File: src/rtl/stx_pkg.sv
package stx_pkg;
  typedef enum logic [1:0] {
    ST_OFF   = 2'd0,
    ST_DELAY = 2'd1,
    ST_READY = 2'd2,
    ST_BUSY  = 2'd3
  } stx_state_e;

  typedef enum logic [1:0] {
    FK_DATA = 2'd0,
    FK_IDLE = 2'd1,
    FK_BRK  = 2'd2
  } stx_kind_e;
endpackage

File: src/rtl/stx_hold.sv
module stx_hold #(
  parameter int DATA_W = 8
) (
  input  logic              clk,
  input  logic              rst_n,
  input  logic              wr,
  input  logic [DATA_W-1:0] wr_data,
  input  logic              take,
  input  logic              tc_set,
  output logic [DATA_W-1:0] hold_data,
  output logic              hold_valid,
  output logic              txe,
  output logic              tc
);
  logic [DATA_W-1:0] data_q;
  logic              valid_q, valid_d;
  logic              txe_q, txe_d;
  logic              tc_q, tc_d;

  always_comb begin
    valid_d = valid_q;
    txe_d   = txe_q;
    tc_d    = tc_q;
    if (take) begin
      valid_d = 1'b0;
      txe_d   = 1'b1;
    end
    if (tc_set) tc_d = 1'b1;
    if (wr) begin
      valid_d = 1'b1;
      txe_d   = 1'b0;
      tc_d    = 1'b0;
    end
  end

  always_ff @(posedge clk or negedge rst_n) begin
    if (!rst_n) begin
      valid_q <= 1'b0;
      txe_q   <= 1'b1;
      tc_q    <= 1'b1;
    end else begin
      valid_q <= valid_d;
      txe_q   <= txe_d;
      tc_q    <= tc_d;
    end
  end

  // data register: clock enable on the write strobe only
  always_ff @(posedge clk or negedge rst_n) begin
    if (!rst_n)  data_q <= '0;
    else if (wr) data_q <= wr_data;
  end

  assign hold_data  = data_q;
  assign hold_valid = valid_q;
  assign txe        = txe_q;
  assign tc         = tc_q;

  a_r7_write_clears_flags: assert property (@(posedge clk) disable iff (!rst_n)
    wr |=> (!txe_q && !tc_q && valid_q));
  a_r7_take_sets_empty: assert property (@(posedge clk) disable iff (!rst_n)
    (take && !wr) |=> (txe_q && !valid_q));
endmodule

File: src/rtl/stx_shifter.sv
module stx_shifter
  import stx_pkg::*;
#(
  parameter int DATA_W = 8
) (
  input  logic              clk,
  input  logic              rst_n,
  input  logic              tick,
  input  logic              load,
  input  stx_kind_e         kind,
  input  logic [DATA_W-1:0] data,
  output logic              tx,
  output logic              busy,
  output logic              frame_end
);
  localparam int SH_W  = DATA_W + 3;
  localparam int CNT_W = $clog2(SH_W + 1);
  localparam logic [CNT_W-1:0] LEN_WORD = CNT_W'(DATA_W + 2);
  localparam logic [CNT_W-1:0] LEN_BRK  = CNT_W'(DATA_W + 3);
  localparam logic [CNT_W-1:0] CNT_ONE  = CNT_W'(1);

  logic [SH_W-1:0]  sh_q, sh_d;
  logic [CNT_W-1:0] cnt_q, cnt_d;
  logic             busy_q, busy_d;

  assign frame_end = tick && busy_q && (cnt_q == CNT_ONE);

  always_comb begin
    sh_d   = sh_q;
    cnt_d  = cnt_q;
    busy_d = busy_q;
    if (load) begin
      busy_d = 1'b1;
      case (kind)
        FK_DATA: begin
          sh_d  = {1'b1, 1'b1, data, 1'b0};
          cnt_d = LEN_WORD;
        end
        FK_IDLE: begin
          sh_d  = '1;
          cnt_d = LEN_WORD;
        end
        default: begin
          sh_d  = {1'b1, {(DATA_W + 2){1'b0}}};
          cnt_d = LEN_BRK;
        end
      endcase
    end else if (tick && busy_q) begin
      if (cnt_q == CNT_ONE) begin
        busy_d = 1'b0;
        sh_d   = '1;
        cnt_d  = '0;
      end else begin
        sh_d  = {1'b1, sh_q[SH_W-1:1]};
        cnt_d = cnt_q - CNT_ONE;
      end
    end
  end

  always_ff @(posedge clk or negedge rst_n) begin
    if (!rst_n) begin
      sh_q   <= '1;
      cnt_q  <= '0;
      busy_q <= 1'b0;
    end else begin
      sh_q   <= sh_d;
      cnt_q  <= cnt_d;
      busy_q <= busy_d;
    end
  end

  assign tx   = sh_q[0];
  assign busy = busy_q;

  a_r1_bit_holds_between_ticks: assert property (@(posedge clk) disable iff (!rst_n)
    (!tick && !load) |=> $stable(tx));
  a_r1_load_marks_busy: assert property (@(posedge clk) disable iff (!rst_n)
    load |=> busy_q);
endmodule

File: src/rtl/stx_ctrl.sv
module stx_ctrl
  import stx_pkg::*;
(
  input  logic      clk,
  input  logic      rst_n,
  input  logic      tick,
  input  logic      en,
  input  logic      brk,
  input  logic      hold_valid,
  input  logic      frame_end,
  output logic      load,
  output stx_kind_e kind,
  output logic      tc_set
);
  stx_state_e state_q, state_d;
  logic       en_d_q, brk_d_q;
  logic       idle_pend_q, idle_pend_d;
  logic       brk_pend_q, brk_pend_d;
  logic       en_rise, brk_fall, at_bound, want_brk;

  assign en_rise  = en && !en_d_q;
  assign brk_fall = !brk && brk_d_q;
  assign want_brk = brk || brk_pend_q;
  assign at_bound = tick && en && ((state_q == ST_READY) || frame_end);
  assign load     = at_bound && (want_brk || idle_pend_q || hold_valid);
  assign tc_set   = frame_end && !load && !hold_valid;

  always_comb begin
    if (want_brk)         kind = FK_BRK;
    else if (idle_pend_q) kind = FK_IDLE;
    else                  kind = FK_DATA;
  end

  always_comb begin
    idle_pend_d = idle_pend_q;
    brk_pend_d  = brk_pend_q;
    if (load && (kind == FK_IDLE))       idle_pend_d = 1'b0;
    if (en_rise && (state_q == ST_BUSY)) idle_pend_d = 1'b1;
    if (load && (kind == FK_BRK))        brk_pend_d  = 1'b0;
    if (brk_fall)                        brk_pend_d  = 1'b1;
  end

  always_comb begin
    state_d = state_q;
    case (state_q)
      ST_OFF:   if (en) state_d = ST_DELAY;
      ST_DELAY: begin
        if (!en)       state_d = ST_OFF;
        else if (tick) state_d = ST_READY;
      end
      ST_READY: begin
        if (!en)       state_d = ST_OFF;
        else if (load) state_d = ST_BUSY;
      end
      default: begin
        if (frame_end) begin
          if (load)    state_d = ST_BUSY;
          else if (en) state_d = ST_READY;
          else         state_d = ST_OFF;
        end
      end
    endcase
  end

  always_ff @(posedge clk or negedge rst_n) begin
    if (!rst_n) begin
      state_q     <= ST_OFF;
      en_d_q      <= 1'b0;
      brk_d_q     <= 1'b0;
      idle_pend_q <= 1'b0;
      brk_pend_q  <= 1'b0;
    end else begin
      state_q     <= state_d;
      en_d_q      <= en;
      brk_d_q     <= brk;
      idle_pend_q <= idle_pend_d;
      brk_pend_q  <= brk_pend_d;
    end
  end

  a_r2_no_start_in_delay: assert property (@(posedge clk) disable iff (!rst_n)
    (state_q == ST_DELAY) |-> !load);
  a_r3_no_start_when_off: assert property (@(posedge clk) disable iff (!rst_n)
    (state_q == ST_OFF) |-> !load);
  a_r4_idle_queued_on_toggle: assert property (@(posedge clk) disable iff (!rst_n)
    (en_rise && (state_q == ST_BUSY)) |=> idle_pend_q);
endmodule

File: src/rtl/serial_tx_core.sv
module serial_tx_core
  import stx_pkg::*;
#(
  parameter int DATA_W = 8
) (
  input  logic              clk,
  input  logic              rst_n,
  input  logic              baud_tick,
  input  logic              tx_en,
  input  logic              send_brk,
  input  logic              tc_ie,
  input  logic              dr_wr,
  input  logic [DATA_W-1:0] dr_wdata,
  output logic              tx_o,
  output logic              txe_o,
  output logic              tc_o,
  output logic              irq_o
);
  logic [1:0]        rs_q;
  logic              rst_n_int;
  logic              load_s, frame_end_s, busy_s, tc_set_s, hold_valid_s;
  stx_kind_e         kind_s;
  logic [DATA_W-1:0] hold_data_s;

  // asynchronous assert, synchronous release
  always_ff @(posedge clk or negedge rst_n) begin
    if (!rst_n) rs_q <= 2'b00;
    else        rs_q <= {rs_q[0], 1'b1};
  end
  assign rst_n_int = rs_q[1];

  stx_ctrl u_ctrl (
    .clk        (clk),
    .rst_n      (rst_n_int),
    .tick       (baud_tick),
    .en         (tx_en),
    .brk        (send_brk),
    .hold_valid (hold_valid_s),
    .frame_end  (frame_end_s),
    .load       (load_s),
    .kind       (kind_s),
    .tc_set     (tc_set_s)
  );

  stx_hold #(.DATA_W(DATA_W)) u_hold (
    .clk        (clk),
    .rst_n      (rst_n_int),
    .wr         (dr_wr),
    .wr_data    (dr_wdata),
    .take       (load_s && (kind_s == FK_DATA)),
    .tc_set     (tc_set_s),
    .hold_data  (hold_data_s),
    .hold_valid (hold_valid_s),
    .txe        (txe_o),
    .tc         (tc_o)
  );

  stx_shifter #(.DATA_W(DATA_W)) u_shift (
    .clk       (clk),
    .rst_n     (rst_n_int),
    .tick      (baud_tick),
    .load      (load_s),
    .kind      (kind_s),
    .data      (hold_data_s),
    .tx        (tx_o),
    .busy      (busy_s),
    .frame_end (frame_end_s)
  );

  assign irq_o = tc_o && tc_ie;

  a_r3_line_idle_when_disabled: assert property (@(posedge clk) disable iff (!rst_n_int)
    (!tx_en && !busy_s) |-> tx_o);
  a_r1_start_bit_low: assert property (@(posedge clk) disable iff (!rst_n_int)
    (load_s && (kind_s == FK_DATA)) |=> !tx_o);
  a_r6_break_drives_low: assert property (@(posedge clk) disable iff (!rst_n_int)
    (load_s && send_brk) |=> !tx_o);
  a_r7_complete_sets_flag: assert property (@(posedge clk) disable iff (!rst_n_int)
    (frame_end_s && !load_s && !hold_valid_s && !dr_wr) |=> tc_o);
endmodule

File: config.mk
export PLATFORM = sky130hd
export DESIGN_NAME = serial_tx_core
export DESIGN_NICKNAME = d
export VERILOG_FILES = /design/src/rtl/stx_pkg.sv /design/src/rtl/stx_hold.sv /design/src/rtl/stx_shifter.sv /design/src/rtl/stx_ctrl.sv /design/src/rtl/serial_tx_core.sv
export SDC_FILE = /design/constraint.sdc
export NUM_CORES = 1
export LEC_CHECK = 0
export BUFFER_PORTS_ARGS = -buffer_cell sky130_fd_sc_hd__buf_2
export CAP_MARGIN = 20
export CORE_MARGIN = 4
export CORE_UTILIZATION = 45
export CTS_CLUSTER_SIZE = 16
export DETAILED_ROUTE_END_ITERATION = 10
export GPL_TIMING_DRIVEN = 0
export HOLD_SLACK_MARGIN = 0.12
export MAX_ROUTING_LAYER = met4
export PLACE_DENSITY_LB_ADDON = 0.25
export SKIP_CTS_REPAIR_TIMING = 1
export SYNTH_ARGS = -nofsm -noshare
export SYNTH_HDL_FRONTEND = slang
export SYNTH_SLANG_ARGS = --single-unit
File: constraint.sdc
create_clock -name clk -period 1.2 [get_ports clk]
set_clock_uncertainty 0.2 [all_clocks]
set_input_delay 0.18 -clock clk [delete_from_list [all_inputs] [get_ports clk]]
set_output_delay 0.18 -clock clk [all_outputs]
set_load 0.01 [all_outputs]
* After elaboration in Yosys (flattened, before gate mapping)
Cells that the tools add are included.
Word-level totals: bits in registers 35, input bits 15, output and inout port bits 4, word-level logic and storage cells 89
Operators by class: $add $sub $neg 1, eq/ne operators 9, muxes and demuxes 32, reduce and logical (&&, ||, !) cells 34
Operators by type and width (number):
- two-way mux 11 bit | 2
- one-hot mux 10 bit (2 select lines) | 1
- two-way mux 2 bit | 9
- two-way mux 1 bit | 15
- logical AND 1 bit | 14
- two-way mux 4 bit | 3
- nonzero test 2 bit | 6
- two-way mux 10 bit | 1
- equality test 2 bit, second input constant | 3
- inequality test 3 bit, second input constant | 2
- one-hot mux 2 bit (3 select lines) | 1
- equality test 2 x 1 -> 1 bit, second input constant | 2
- equality test 4 x 1 -> 1 bit, second input constant | 1
- zero test 1 bit | 4
- zero test 2 bit | 2
- logical OR 1 bit | 4
- AND reduction 4 bit | 1
- nonzero test 4 bit | 1
- subtractor 4 x 1 -> 4 bit, second input constant | 1
- inequality test 2 bit, second input constant | 1
- AND reduction 2 bit | 1
- OR reduction 2 bit | 1

* Depth between registers and ports, before layout
Gate-level depths: netlist (run 1).
depth in word-level cells 10, depth in mapped cells 7, mapped depth without buffers 6

* Hierarchy
From an unflattened synthesis (run 1), not the netlist that was laid out.
Unflattened totals: cells, all modules 144, area total of the unflattened synthesis 1610.3 µm²
By module, submodules not included:
- stx_shifter | times used 1, cells each 84, area each 812.0 µm², sequential area each 387.9 µm²
- stx_hold | times used 1, cells each 26, area each 432.9 µm², sequential area each 277.8 µm²
- stx_ctrl | times used 1, cells each 29, area each 292.8 µm², sequential area each 150.1 µm²
- serial_tx_core | times used 1, cells each 5, area each 72.6 µm², sequential area each 50.0 µm²

* Worst setup path before layout (run 1)
OpenSTA, ideal clock, no wires.
kind register -> register, start point reg u_shift.cnt_q[1], end point reg u_shift.sh_q[8], setup time 80 ps, arrival 1601 ps, data required time 920 ps, path slack -681 ps, cell stages (with the launch flop) 7, buffers on the path 0, period minus slack after synthesis 1881 ps, cells stage by stage dfrtp_1 -> inv_1 -> ha_1 -> or3b_4 -> a211oi_2 -> o21ai_2 -> a32o_1
Between the ends: cells in the longest elaborated chain, start to end 6, elaborated cells between the ends (all ways) 9, those cells by class eq/ne: 1; mux: 3; reduce/logical: 5
RTL lines:
- start, declared | line stx_shifter.sv:23 | logic [CNT_W-1:0] cnt_q, cnt_d;
- start signal, assigned | line stx_shifter.sv:67 | cnt_q <= cnt_d;
- equality test 4 x 1 -> 1 bit (*) | line stx_shifter.sv:26, stx_shifter.sv:49
- logical AND 1 bit | line stx_shifter.sv:26 | assign frame_end = tick && busy_q && (cnt_q == CNT_ONE);
- logical OR 1 bit | line stx_ctrl.sv:24 | assign at_bound = tick && en && ((state_q == ST_READY) || frame_end);
- logical AND 1 bit | line stx_ctrl.sv:24
- logical AND 1 bit | line stx_ctrl.sv:25 | assign load = at_bound && (want_brk || idle_pend_q || hold_valid);
- two-way mux 11 bit / nonzero test 2 bit (equally long branches)
- end signal, assigned | line stx_shifter.sv:62 | sh_q <= '1;
- end signal, assigned | line stx_shifter.sv:66 | sh_q <= sh_d;
- end, declared | line stx_shifter.sv:22 | logic [SH_W-1:0] sh_q, sh_d;
Every way passes the cells marked *; elsewhere a longest branch is shown, timed or not. The select of a mux whose other input is x is not followed. A chain may end at the register's enable or synchronous reset.

* Worst setup path in the final report (run 1)
start point reg u_shift.cnt_q[1], end point reg u_shift.sh_q[5]
Same word-level chain as after synthesis.

==> results of run 1 <==
==> registers in the layout, indices dropped and copies added, names as in the netlist <==
register	cells
u_shift.busy	1
u_shift.cnt_q	4
u_hold.hold_valid	1
u_hold.hold_data	8
u_ctrl.state_q	2
u_ctrl.idle_pend_q	1
u_hold.tc	1
u_ctrl.brk_d_q	1
rs_q	2
u_ctrl.en_d_q	1
u_ctrl.brk_pend_q	1
u_shift.sh_q	10
u_hold.txe	1
==> worst min-delay path by stage <==
stage | from | endpoint | slack [ns] | depth (start not counted)
global route | send_brk | u_shift.sh_q[9]$_DFFE_PN1P_ | 0.10 | 3
floorplan | rst_n | rs_q[0]$_DFF_PN0_ | -0.32 | 0
global placement | rst_n | rs_q[1]$_DFF_PN0_ | -0.23 | 1
CTS | rst_n | rs_q[0]$_DFF_PN0_ | -0.60 | 1
finish | rs_q[1]$_DFF_PN0_ | u_ctrl.brk_d_q$_DFF_PN0_ | 0.08 | 0
detailed placement | rst_n | rs_q[1]$_DFF_PN0_ | -0.23 | 1
==> synth_stat cells, drive strengths merged, types with 3 or more instances <==
master  count
dfrtp      22
dfstp      12
a32o       10
inv        10
nand2       9
mux2        8
nand3b      8
or2         7
a21oi       5
a21o        3
nand3       3
nor2        3
o211ai      3
o21ai       3
or3         3
==> area by class of cell <==
type	instances	area (um2)
Tap cell	46	57.56
Fill cell	263	1274
Multi-Input combinational cell	89	760.7
Buffer	3	22.52
Timing Repair Buffer	37	320.3
Sequential cell	34	867.1
Inverter	10	37.54
Clock inverter	2	8.758
Clock buffer	6	41.29
==> metrics by stage <==
step	util	setup WS, ns	total power [W]	hold slack, ns	TNS, ns
CTS	0.5504	-0.8018	0.003788	-0.6009	-15.15
floorplan	-	-0.6208	0.002863	-0.3156	-10.40
detailed placement	0.5356	-0.7830	0.003191	-0.2328	-15.18
global route	0.6242	-0.8745	0.004247	0.1043	-17.04
global placement	0.5275	-0.7545	0.003103	-0.2344	-21.32
finish	0.6242	-0.7924	0.004026	0.07897	-15.58
==> cell families after synthesis <==
logic type	count (synthesis)	synth area share
DFF	34	0.5419
buffers and inverters	13	0.03367
adders and majority gates	2	0.01566
other	1	0.002347
AOI/OAI and AO/OA	33	0.1754
muxes	8	0.05638
and+or+nand+nor	45	0.1746
==> critical path: cells and delay by family (launching register included) <==
family | cells | cell delay, ns
AO/OA/AOI/OAI | 3 | 0.65
adder cells (fa/ha/maj) | 1 | 0.15
AND/OR/NAND/NOR | 1 | 0.42
flip-flops | 1 | 0.42
buffers and inverters | 1 | 0.09
==> where the power goes <==
part           switching, W  internal, W
registers          0.000321      0.00156
logic              0.000711     0.000822
clock network      0.000387     0.000220
total               0.00142      0.00261
==> routing by layer <==
metal / vias to the layer above / wire [um] / track usage / share of wire
met5: - / 0 / - / 0
met4: 0 / 27 / 0.05570 / 0.0075
met3: 4 / 156 / 0.04992 / 0.043
met2: 31 / 1819 / 0.2357 / 0.51
met1: 630 / 1588 / 0.2127 / 0.44
li1: 592 / - / - / -
==> reports/metrics.sh, run 1 <==
FINAL_CELL_MIX='21 x sky130_fd_sc_hd__dfrtp_1, 14 x sky130_fd_sc_hd__dlygate4sd3_1, 14 x sky130_fd_sc_hd__buf_2, 12 x sky130_fd_sc_hd__dfstp_2, 10 x sky130_fd_sc_hd__a32o_1'
YOSYSUNIQUECELLTYPES=40
KIND_OF_START_POINT_OF_THE_CRITICAL_PATH='flop'
GRT_USE_TOTAL=0.1617
CRITPATHARRIVALTIME_NS=2.07
DETAIL-ROUTE-ANTENNA-NETS=0
DP.FINAL_HPWL_MM=2.390
DETAILEDROUTE.FIRSTPASSITERATIONCOUNT=4
CAP_VIOLATIONS=0
LAYOUT_WORST_PATH_CYCLE_SHARE=1.660
SYNTH_ENABLE_FLOP_CELLS=0
VIAS_PER_CELL=5.537
IR_WORST_VDD_uV=1317
DRT_WIRELENGTH_MM=3.591
LARGEST_NET_DEGREE_AT_THE_START_OF_GLOBAL_ROUTING=20
SYNTH_SEQUENTIAL_AREA_RATIO=0.5419
YS_DOMINANT_REG_CELL='sky130_fd_sc_hd__dfrtp_1'
CTS.SINK_COUNT=34
GRT_FIRST_PASS_WIRELENGTH_MM=5.299
SYNTHESIS.AREA_UM2=1598
GLOBAL_ROUTE.OVERFLOW_TOTAL=0
AREA_ENCLOSED_BY_THE_DIE_BOUNDARY_UM2=4568
ASYNC_FLOP_SHARE=1.000
MOST_AREA_HUNGRY_CELL_TYPE_IN_THE_YOSYS_NETLIST='sky130_fd_sc_hd__dfrtp_1'
OUTCOME='finished with violations'
DIE_HEIGHT_UM=67.59
TRITONCTS='yes'
FLOORPLAN.DIE.WIDTH_UM=67.59
NETS=197
PORT_BUFFERS=18
SYNTH_NETS=153
PLACED_CELLS_INCL_TAPS=201
MAXSLEWHEADROOM=0.5152
INSERTEDDIODECOUNT=0
ROUTEDWLPERCELL_UM=15.82
SYNTH.AREA.TOP_CELLS='sky130_fd_sc_hd__dfrtp_1 34%, sky130_fd_sc_hd__dfstp_2 20%, sky130_fd_sc_hd__a32o_1 6.3%'
POWER-PER-CELL-AREA_nW_PER_UM2=1903
CELL_WITH_THE_LARGEST_STAGE_DELAY_ON_THE_WORST_PATH='sky130_fd_sc_hd__dfrtp_1'
AREA_GROWTH_PCT=32.42
TIMING.RR.END='u_shift.sh_q[5]$_DFFE_PN1P_'
MOST_COMMON_CELL_AFTER_LAYOUT_FILL_AND_TAPS_ASIDE='sky130_fd_sc_hd__dfrtp_1'
CTS-BUFFERS-INSERTED=5
HOLDCRITPATHCLASS='reg2async'
WORSTSETUPPATHTYPE='reg2reg'
SETUP_WS_NS=-0.7924
FINAL_AREA_UM2=2116
LEAKAGEPOWER_nW=0.8841
FF2FF_PATH_DEPTH=6
FINAL.MIN_CLOCK_PERIOD_NS=1.992
SETUP.WORST_PATH.END_CLASS='flop'
ROUTE.DETAILED.DRC=0
MAXCLOCKFREQUENCY_MHz=501.9
AVGSYNTHCELLAREA_UM2=11.75
FINALSETUPVIOLATIONS=26
PLACEMENT.CELL_AREA_UM2=1815
SLOWEST_DELAY_NS=0.42
VIA_COUNT=1257
NUM_ROWS=21
FINAL-HOLD-VIOLATION-COUNT=0
LAUNCHING_INSTANCE_OR_PORT_OF_THE_CRITICAL_PATH='u_shift.cnt_q[1]$_DFFE_PN0P_'
GRT_ANTENNA_BEFORE_REPAIR=0
FINALWEIGHTEDCONGESTION=0.8723
BOUNDARY_PINS=19
CRITICAL_PATH.CELL_CHAIN='inv_2 -> ha_4 -> or3b_4 -> a211oi_4 -> o21ai_4 -> a32o_1'
CLKLATENCYLATEPIN_NS=0.34
CRIT_REQUIRED_NS=1.28
HTREEDEPTH=2
VIA_COUNT_OF_THE_FIRST_GLOBAL_ROUTING_PASS=1125
INITIAL_CORE_UTIL=0.4714
VIOLATIONS='setup timing'
SYNTH_TOP_AREA_FRAC=0.3446
RRSETUPSLACK_NS=-0.79
CTS-ROOT-TO-SINK-BUFFERS=2
FINISH.CELL_COUNT_WITHOUT_FILLERS=227
POST_ROUTE_CELLS_DRIVE_ABOVE_1_SHARE=0.4254
RSZ0062_AT_GRT='true'
CORE_AREA_UM2=3390
DRT_ITER0_MARKERS=34
WORST_R2R_SRC='u_shift.cnt_q[1]$_DFFE_PN0P_'
DRV_SLEW=0
WORST-PATH-MAX-FANOUT=8
CTS_ROOT_BUF='sky130_fd_sc_hd__clkbuf_4'
CRIT_PATH_END='u_shift.sh_q[5]$_DFFE_PN1P_'
REG_CLK_SLEW_REPORTED_PATHS_NS=0.10
POSTSYNTHREGISTERBITS=34
NUMBER_OF_WARNING_MESSAGES_IN_THE_YOSYS_LOG=0
SYNTH_CELLS=136
WORST_SLEW_PIN_SLEW_NS=0.7217
(Power assumes the default switching activity.)
==> run 2: changes to the inputs <==
- CAP_MARGIN: 20 -> default
- SYNTH_HIERARCHICAL: default -> 1
==> reports/metrics.sh, run 2 <==
RSZ0062_AT_GRT='true'
DETAIL-ROUTE-ANTENNA-NETS=0  # unchanged
ROUTEDWLPERCELL_UM=13.90  # -12%
MOST_COMMON_CELL_AFTER_LAYOUT_FILL_AND_TAPS_ASIDE='sky130_fd_sc_hd__dfrtp_1'
TIMING.RR.END='u_shift/sh_q[2]$_DFFE_PN1P_'
SYNTH_ENABLE_FLOP_CELLS=0  # unchanged
ROUTE.DETAILED.DRC=0  # unchanged
SYNTH_CELLS=144  # +5.9%
CLKLATENCYLATEPIN_NS=0.34  # about the same
NUMBER_OF_WARNING_MESSAGES_IN_THE_YOSYS_LOG=6  # +6
SYNTH_SEQUENTIAL_AREA_RATIO=0.5377  # -0.004211
LAYOUT_WORST_PATH_CYCLE_SHARE=2.040  # +0.3798
SETUP.WORST_PATH.END_CLASS='flop'
GLOBAL_ROUTE.OVERFLOW_TOTAL=0  # unchanged
VIA_COUNT=1255  # -0.16%
MAXCLOCKFREQUENCY_MHz=408.5  # -19%
TOTAL_POWER_W=0.003938  # -2.2%
SYNTH.AREA.TOP_CELLS='sky130_fd_sc_hd__dfrtp_1 34%, sky130_fd_sc_hd__dfstp_2 20%, sky130_fd_sc_hd__mux2_4 6.5%'
INSERTEDDIODECOUNT=0  # unchanged
HOLDCRITPATHCLASS='in2reg'
CRIT_PATH_END='u_shift/sh_q[2]$_DFFE_PN1P_'
DRV_SLEW=0  # unchanged
DRT_WIRELENGTH_MM=3.378  # -5.9%
INITIAL_CORE_UTIL=0.4751  # +0.003691
POST_ROUTE_CELLS_DRIVE_ABOVE_1_SHARE=0.4112  # -0.01425
NETS=213  # +8.1%
OUTCOME='finished with violations'
MOST_AREA_HUNGRY_CELL_TYPE_IN_THE_YOSYS_NETLIST='sky130_fd_sc_hd__dfrtp_1'
FINALHOLDWORSTSLACK_NS=0.1029  # +0.02389 ns
NUM_ROWS=21  # unchanged
YS_DOMINANT_REG_CELL='sky130_fd_sc_hd__dfrtp_1'
FINAL_CELL_MIX='20 x sky130_fd_sc_hd__dfrtp_1, 17 x sky130_fd_sc_hd__nor2_1, 15 x sky130_fd_sc_hd__buf_2, 14 x sky130_fd_sc_hd__dlygate4sd3_1'
CRITPATHARRIVALTIME_NS=2.53  # +0.46 ns
MAXSLEWHEADROOM=0.5426  # +0.02743
AREA_ENCLOSED_BY_THE_DIE_BOUNDARY_UM2=4600  # +0.70%
TRITONCTS='yes'
FINALWEIGHTEDCONGESTION=0.7932  # -9.1%
FINALSETUPVIOLATIONS=33  # +27%
YOSYSUNIQUECELLTYPES=38  # -5.0%
IR_WORST_VDD_uV=1033  # -22%
GRT_FIRST_PASS_WIRELENGTH_MM=4.912  # -7.3%
GRT_ANTENNA_BEFORE_REPAIR=0  # unchanged
FLOORPLAN.DIE.WIDTH_UM=67.82  # +0.35%
AVGSYNTHCELLAREA_UM2=11.18  # -4.8%
SYNTH_NETS=161  # +5.2%
NUM-FILL-CELLS=265  # +0.76%
POSTSYNTHREGISTERBITS=34  # unchanged
KIND_OF_START_POINT_OF_THE_CRITICAL_PATH='flop'
FINAL-HOLD-VIOLATION-COUNT=0  # unchanged
VIOLATIONS='setup timing'
POWER-PER-CELL-AREA_nW_PER_UM2=1837  # -3.4%
PORT_BUFFERS=18  # unchanged
FINAL.MIN_CLOCK_PERIOD_NS=2.448  # +0.4558 ns
CTS.SINK_COUNT=34  # unchanged
CORE_AREA_UM2=3390  # unchanged
CRIT_REQUIRED_NS=1.28  # about the same
YOSYSMOSTFREQUENTCELL='sky130_fd_sc_hd__dfrtp_1'
CTS-BUFFERS-INSERTED=5  # unchanged
CTS-ROOT-TO-SINK-BUFFERS=2  # unchanged
REG_CLK_SLEW_REPORTED_PATHS_NS=0.11  # about the same
WORST_SLEW_PIN_SLEW_NS=0.6861  # -0.03560 ns
DIE_HEIGHT_UM=67.82  # +0.35%
LEAKAGEPOWER_nW=0.9740  # +10%
SYNTH_TOP_AREA_FRAC=0.3419  # -0.002677
SYNTH_COMMON_CELLS='22 x sky130_fd_sc_hd__dfrtp_1, 17 x sky130_fd_sc_hd__nor2_1, 12 x sky130_fd_sc_hd__dfstp_2, 11 x sky130_fd_sc_hd__o21ai_0, 10 x sky130_fd_sc_hd__inv_1'
FF2FF_PATH_DEPTH=9  # +3
GRT_USE_TOTAL=0.1487  # -0.01305
SYNTHESIS.AREA_UM2=1610  # +0.78%
CAP_VIOLATIONS=0  # unchanged
CTS_ROOT_BUF='sky130_fd_sc_hd__clkbuf_4'
WORST_R2R_SRC='u_shift/cnt_q[0]$_DFFE_PN0P_'
ASYNC_FLOP_SHARE=1.000  # unchanged
LARGEST_REG_FLOPS=10  # unchanged
AREA_GROWTH_PCT=33.10
VIAS_PER_CELL=5.165  # -6.7%
MAX_FLOP_REGISTER='u_shift/sh_q'
SETUP_WS_NS=-1.248  # -0.4558 ns
DP.FINAL_HPWL_MM=2.037  # -15%
BOUNDARY_PINS=19  # unchanged
HTREEDEPTH=2  # unchanged
LARGEST_NET_DEGREE_AT_THE_START_OF_GLOBAL_ROUTING=33  # +65%
DRT_ITER0_MARKERS=48  # +41%
VIA_COUNT_OF_THE_FIRST_GLOBAL_ROUTING_PASS=1138  # +1.2%
WORST-PATH-MAX-FANOUT=5  # -3
FINAL.SETUP.TNS_NS=-23.86  # -8.278 ns
RRSETUPSLACK_NS=-1.25  # -0.46 ns
LAUNCHING_INSTANCE_OR_PORT_OF_THE_CRITICAL_PATH='u_shift/cnt_q[0]$_DFFE_PN0P_'
WORSTSETUPPATHTYPE='reg2reg'
DETAILEDROUTE.FIRSTPASSITERATIONCOUNT=4  # unchanged
-- run 2: logic make-up after synthesis --
kind of cell | Yosys count | synth area share
AND/OR/NAND/NOR | 47 | 0.1577
other | 1 | 0.002329
multiplexers | 9 | 0.07848
flip-flops | 34 | 0.5377
AO/OA/AOI/OAI | 34 | 0.1546
buffers and inverters | 17 | 0.05361
adder cells (fa/ha/maj) | 2 | 0.01554
-- run 2: layout make-up --
cell class / count / area (um2) / area share
Inverter: 10 / 37.54 / 0.01751
Multi-Input combinational cell: 94 / 715.7 / 0.3339
Clock inverter: 3 / 16.27 / 0.007589
Sequential cell: 34 / 868.3 / 0.4051
Buffer: 7 / 67.56 / 0.03152
Tap cell: 46 / 57.56 / 0.02685
Clock buffer: 5 / 37.54 / 0.01751
Timing Repair Buffer: 44 / 342.8 / 0.1600
-- run 2: worst min-delay path by stage --
| stage | startpoint | endpoint | slack, ns | depth (start not counted) |
|---|---|---|---|---|
| finish | baud_tick | u_hold/tc$_DFFE_PN1P_ | 0.10 | 4 |
| global route | baud_tick | u_hold/tc$_DFFE_PN1P_ | 0.13 | 4 |
| CTS | rst_n | rs_q[1]$_DFF_PN0_ | -0.62 | 1 |
| detailed placement | rst_n | rs_q[0]$_DFF_PN0_ | -0.23 | 1 |
| global placement | rst_n | rs_q[1]$_DFF_PN0_ | -0.24 | 1 |
| floorplan | rst_n | rs_q[0]$_DFF_PN0_ | -0.32 | 0 |
-- run 2: stage by stage --
step | cell area, um2 | worst slack [ns] | cells | util
floorplan | 1632 | -1.073 | 144 | -
global placement | 1779 | -1.392 | 208 | 0.5249
detailed placement | 1779 | -1.426 | 208 | 0.5249
CTS | 1833 | -1.451 | 216 | 0.5408
global route | 2143 | -1.378 | 243 | 0.6323
finish | 2143 | -1.248 | 243 | 0.6323
-- run 2: report_power, final --
group | internal (W) | switching (W)
clock network | 0.000218 | 0.000397
registers | 0.00159 | 0.000315
logic | 0.000834 | 0.000586
-- run 2: metal layers --
metal	track usage	share of wire	vias up
li1	-	-	611
met1	0.1845	0.44	606
met2	0.2309	0.49	31
met3	0.04433	0.043	7
met4	0.05459	0.020	0
met5	-	0	-
-- run 2: critical path, stage by stage (launching register included) --
cell                       delay, ns
sky130_fd_sc_hd__dfrtp_2        0.46
sky130_fd_sc_hd__ha_4           0.18
sky130_fd_sc_hd__nor3b_4        0.15
sky130_fd_sc_hd__buf_6          0.12
sky130_fd_sc_hd__nor2b_4        0.12
sky130_fd_sc_hd__o211ai_1       0.30
sky130_fd_sc_hd__nor2b_2        0.13
sky130_fd_sc_hd__buf_2          0.16
sky130_fd_sc_hd__or3_1          0.36
sky130_fd_sc_hd__a22o_1         0.20
==> run 3: changes to the inputs <==
- CORE_UTILIZATION: 45 -> 50
- CTS_BUF_LIST: default -> sky130_fd_sc_hd__clkbuf_8
==> reports/metrics.sh, run 3 (same netlist as run 2, synthesis figures left out) <==
GRT_USE_TOTAL=0.1617  # +0.01304
FINISH.CELL_COUNT_WITHOUT_FILLERS=244  # +0.41%
LAYOUT_WORST_PATH_CYCLE_SHARE=2.046  # +0.006275
NUM_ROWS=20  # -4.8%
LARGEST_REG_FLOPS=10  # unchanged
CORE_AREA_UM2=3078  # -9.2%
FINISH.UTILIZATION=0.7236  # +0.09124
DP.FINAL_HPWL_MM=2.048  # +0.54%
CTS.SINK_COUNT=34  # unchanged
GRT_FIRST_PASS_WIRELENGTH_MM=5.009  # +2.0%
SETUP_WS_NS=-1.256  # -0.007530 ns
POST_ROUTE_CELLS_DRIVE_ABOVE_1_SHARE=0.4400  # +0.02883
FINAL.MIN_CLOCK_PERIOD_NS=2.456  # +0.007530 ns
MOST_COMMON_CELL_AFTER_LAYOUT_FILL_AND_TAPS_ASIDE='sky130_fd_sc_hd__dfrtp_1'
DRT_WIRELENGTH_MM=3.772  # +12%
DRV_SLEW=0  # unchanged
WORST-PATH-MAX-FANOUT=7  # +2
DRT_ITER0_MARKERS=49  # +2.1%
PLACED_CELLS_INCL_TAPS=206  # -0.96%
HTREEDEPTH=2  # unchanged
FINALHOLDWORSTSLACK_NS=0.06522  # -0.03764 ns
KIND_OF_START_POINT_OF_THE_CRITICAL_PATH='flop'
VIA_COUNT=1320  # +5.2%
WORSTSETUPPATHTYPE='reg2reg'
FINALWEIGHTEDCONGESTION=0.8187  # +3.2%
SETUP.WORST_PATH.END_CLASS='flop'
GLOBAL_ROUTE.OVERFLOW_TOTAL=0  # unchanged
FINALSETUPVIOLATIONS=27  # -18%
NETS=216  # +1.4%
OUTCOME='finished with violations'
DETAIL-ROUTE-ANTENNA-NETS=0  # unchanged
MAX_FLOP_REGISTER='u_shift/sh_q'
MAXCLOCKFREQUENCY_MHz=407.2  # -0.31%
ROUTE.DETAILED.DRC=0  # unchanged
CTS-BUFFERS-INSERTED=5  # unchanged
REG_CLK_SLEW_REPORTED_PATHS_NS=0.07  # -0.04 ns
FINAL.SETUP.TNS_NS=-23.61  # +0.2519 ns
VIOLATIONS='setup timing'
CRITPATHARRIVALTIME_NS=2.47  # -0.06 ns
VIA_COUNT_OF_THE_FIRST_GLOBAL_ROUTING_PASS=1136  # -0.18%
CTS_ROOT_BUF='sky130_fd_sc_hd__clkbuf_8'
TRITONCTS='yes'
WORST_SLEW_PIN_SLEW_NS=0.6795  # -0.006584 ns
RSZ0062_AT_GRT='true'
CLKLATENCYLATEPIN_NS=0.29  # -0.05 ns
POWER-PER-CELL-AREA_nW_PER_UM2=1932  # +5.2%
AREA_GROWTH_PCT=38.31
PORT_BUFFERS=18  # unchanged
HOLDCRITPATHCLASS='in2reg'
INSERTEDDIODECOUNT=0  # unchanged
LARGEST_NET_DEGREE_AT_THE_START_OF_GLOBAL_ROUTING=33  # unchanged
CRIT_REQUIRED_NS=1.22  # -0.06 ns
DETAILEDROUTE.FIRSTPASSITERATIONCOUNT=4  # unchanged
FINAL_CELL_MIX='20 x sky130_fd_sc_hd__dfrtp_1, 17 x sky130_fd_sc_hd__nor2_1, 15 x sky130_fd_sc_hd__dlygate4sd3_1, 15 x sky130_fd_sc_hd__buf_2, 14 x sky130_fd_sc_hd__buf_4'
BOUNDARY_PINS=19  # unchanged
CAP_VIOLATIONS=0  # unchanged
FLOORPLAN.DIE.WIDTH_UM=64.75  # -4.5%
VIAS_PER_CELL=5.410  # +4.7%
DIE_HEIGHT_UM=64.75  # -4.5%
GRT_ANTENNA_BEFORE_REPAIR=0  # unchanged
FINAL-HOLD-VIOLATION-COUNT=0  # unchanged
IR_WORST_VDD_uV=1410  # +36%
LEAKAGEPOWER_nW=1.029  # +5.6%
TOTAL_POWER_W=0.004304  # +9.3%
MAXSLEWHEADROOM=0.5470  # +0.004390
AREA_ENCLOSED_BY_THE_DIE_BOUNDARY_UM2=4193  # -8.8%
INITIAL_CORE_UTIL=0.5232  # +0.04809
ROUTEDWLPERCELL_UM=15.46  # +11%
CTS-ROOT-TO-SINK-BUFFERS=2  # unchanged
run 3: stage by stage:
stage	area, um2	setup WS (ns)
2_1_floorplan	1632	-1.073
3_3_place_gp	1777	-1.407
3_5_place_dp	1777	-1.430
4_1_cts	1868	-1.459
5_1_grt	2227	-1.403
6_report	2227	-1.256
run 3: cell type report:
cell class	instances	area (um2)
flip-flops and latches	34	868.3
plain buffers	7	67.56
fillers	189	850.8
clock buffers	6	82.58
inverters	10	37.54
clock inverters	2	8.758
multi-input cells	94	739.5
well taps	44	55.05
repair buffers	47	367.9
run 3: worst paths after layout:
kind | start | endpoint | slack, ns | cells past startpoint
max in group asynchronous | rst_n | rs_q[1]$_DFF_PN0_ | 0.09 | 3
setup reg to reg | u_shift/cnt_q[0]$_DFFE_PN0P_ | u_shift/sh_q[8]$_DFFE_PN1P_ | -1.26 | 9
min in group asynchronous | rs_q[1]$_DFF_PN0_ | u_hold/hold_data[4]$_DFFE_PN0P_ | 0.11 | 0
hold / removal | tx_en | u_hold/tc$_DFFE_PN1P_ | 0.07 | 4
hold reg to reg | rs_q[1]$_DFF_PN0_ | u_hold/hold_data[4]$_DFFE_PN0P_ | 0.11 | 0
setup / recovery | u_shift/cnt_q[0]$_DFFE_PN0P_ | u_shift/sh_q[8]$_DFFE_PN1P_ | -1.26 | 9
run 3: routing by layer:
layer  track usage  up-vias  wire length [um]
li1              -      617                 -
met1        0.1903      654              1619
met2        0.2516       40              1888
met3       0.05199        9               165
met4       0.07652        0                98
met5             -        -                 0
run 3: critical path, stage by stage (launching register included):
cell,delay (ns)
sky130_fd_sc_hd__dfrtp_2,0.44
sky130_fd_sc_hd__ha_4,0.17
sky130_fd_sc_hd__nor3b_4,0.15
sky130_fd_sc_hd__buf_6,0.12
sky130_fd_sc_hd__nor2b_4,0.12
sky130_fd_sc_hd__o211ai_1,0.30
sky130_fd_sc_hd__nor2b_2,0.12
sky130_fd_sc_hd__buf_6,0.15
sky130_fd_sc_hd__or3_1,0.37
sky130_fd_sc_hd__a22o_1,0.23
run 3: report_power, final:
part           switching [W]  internal (W)
clock               0.000411      0.000454
combinational       0.000661      0.000870
sequential          0.000317       0.00159
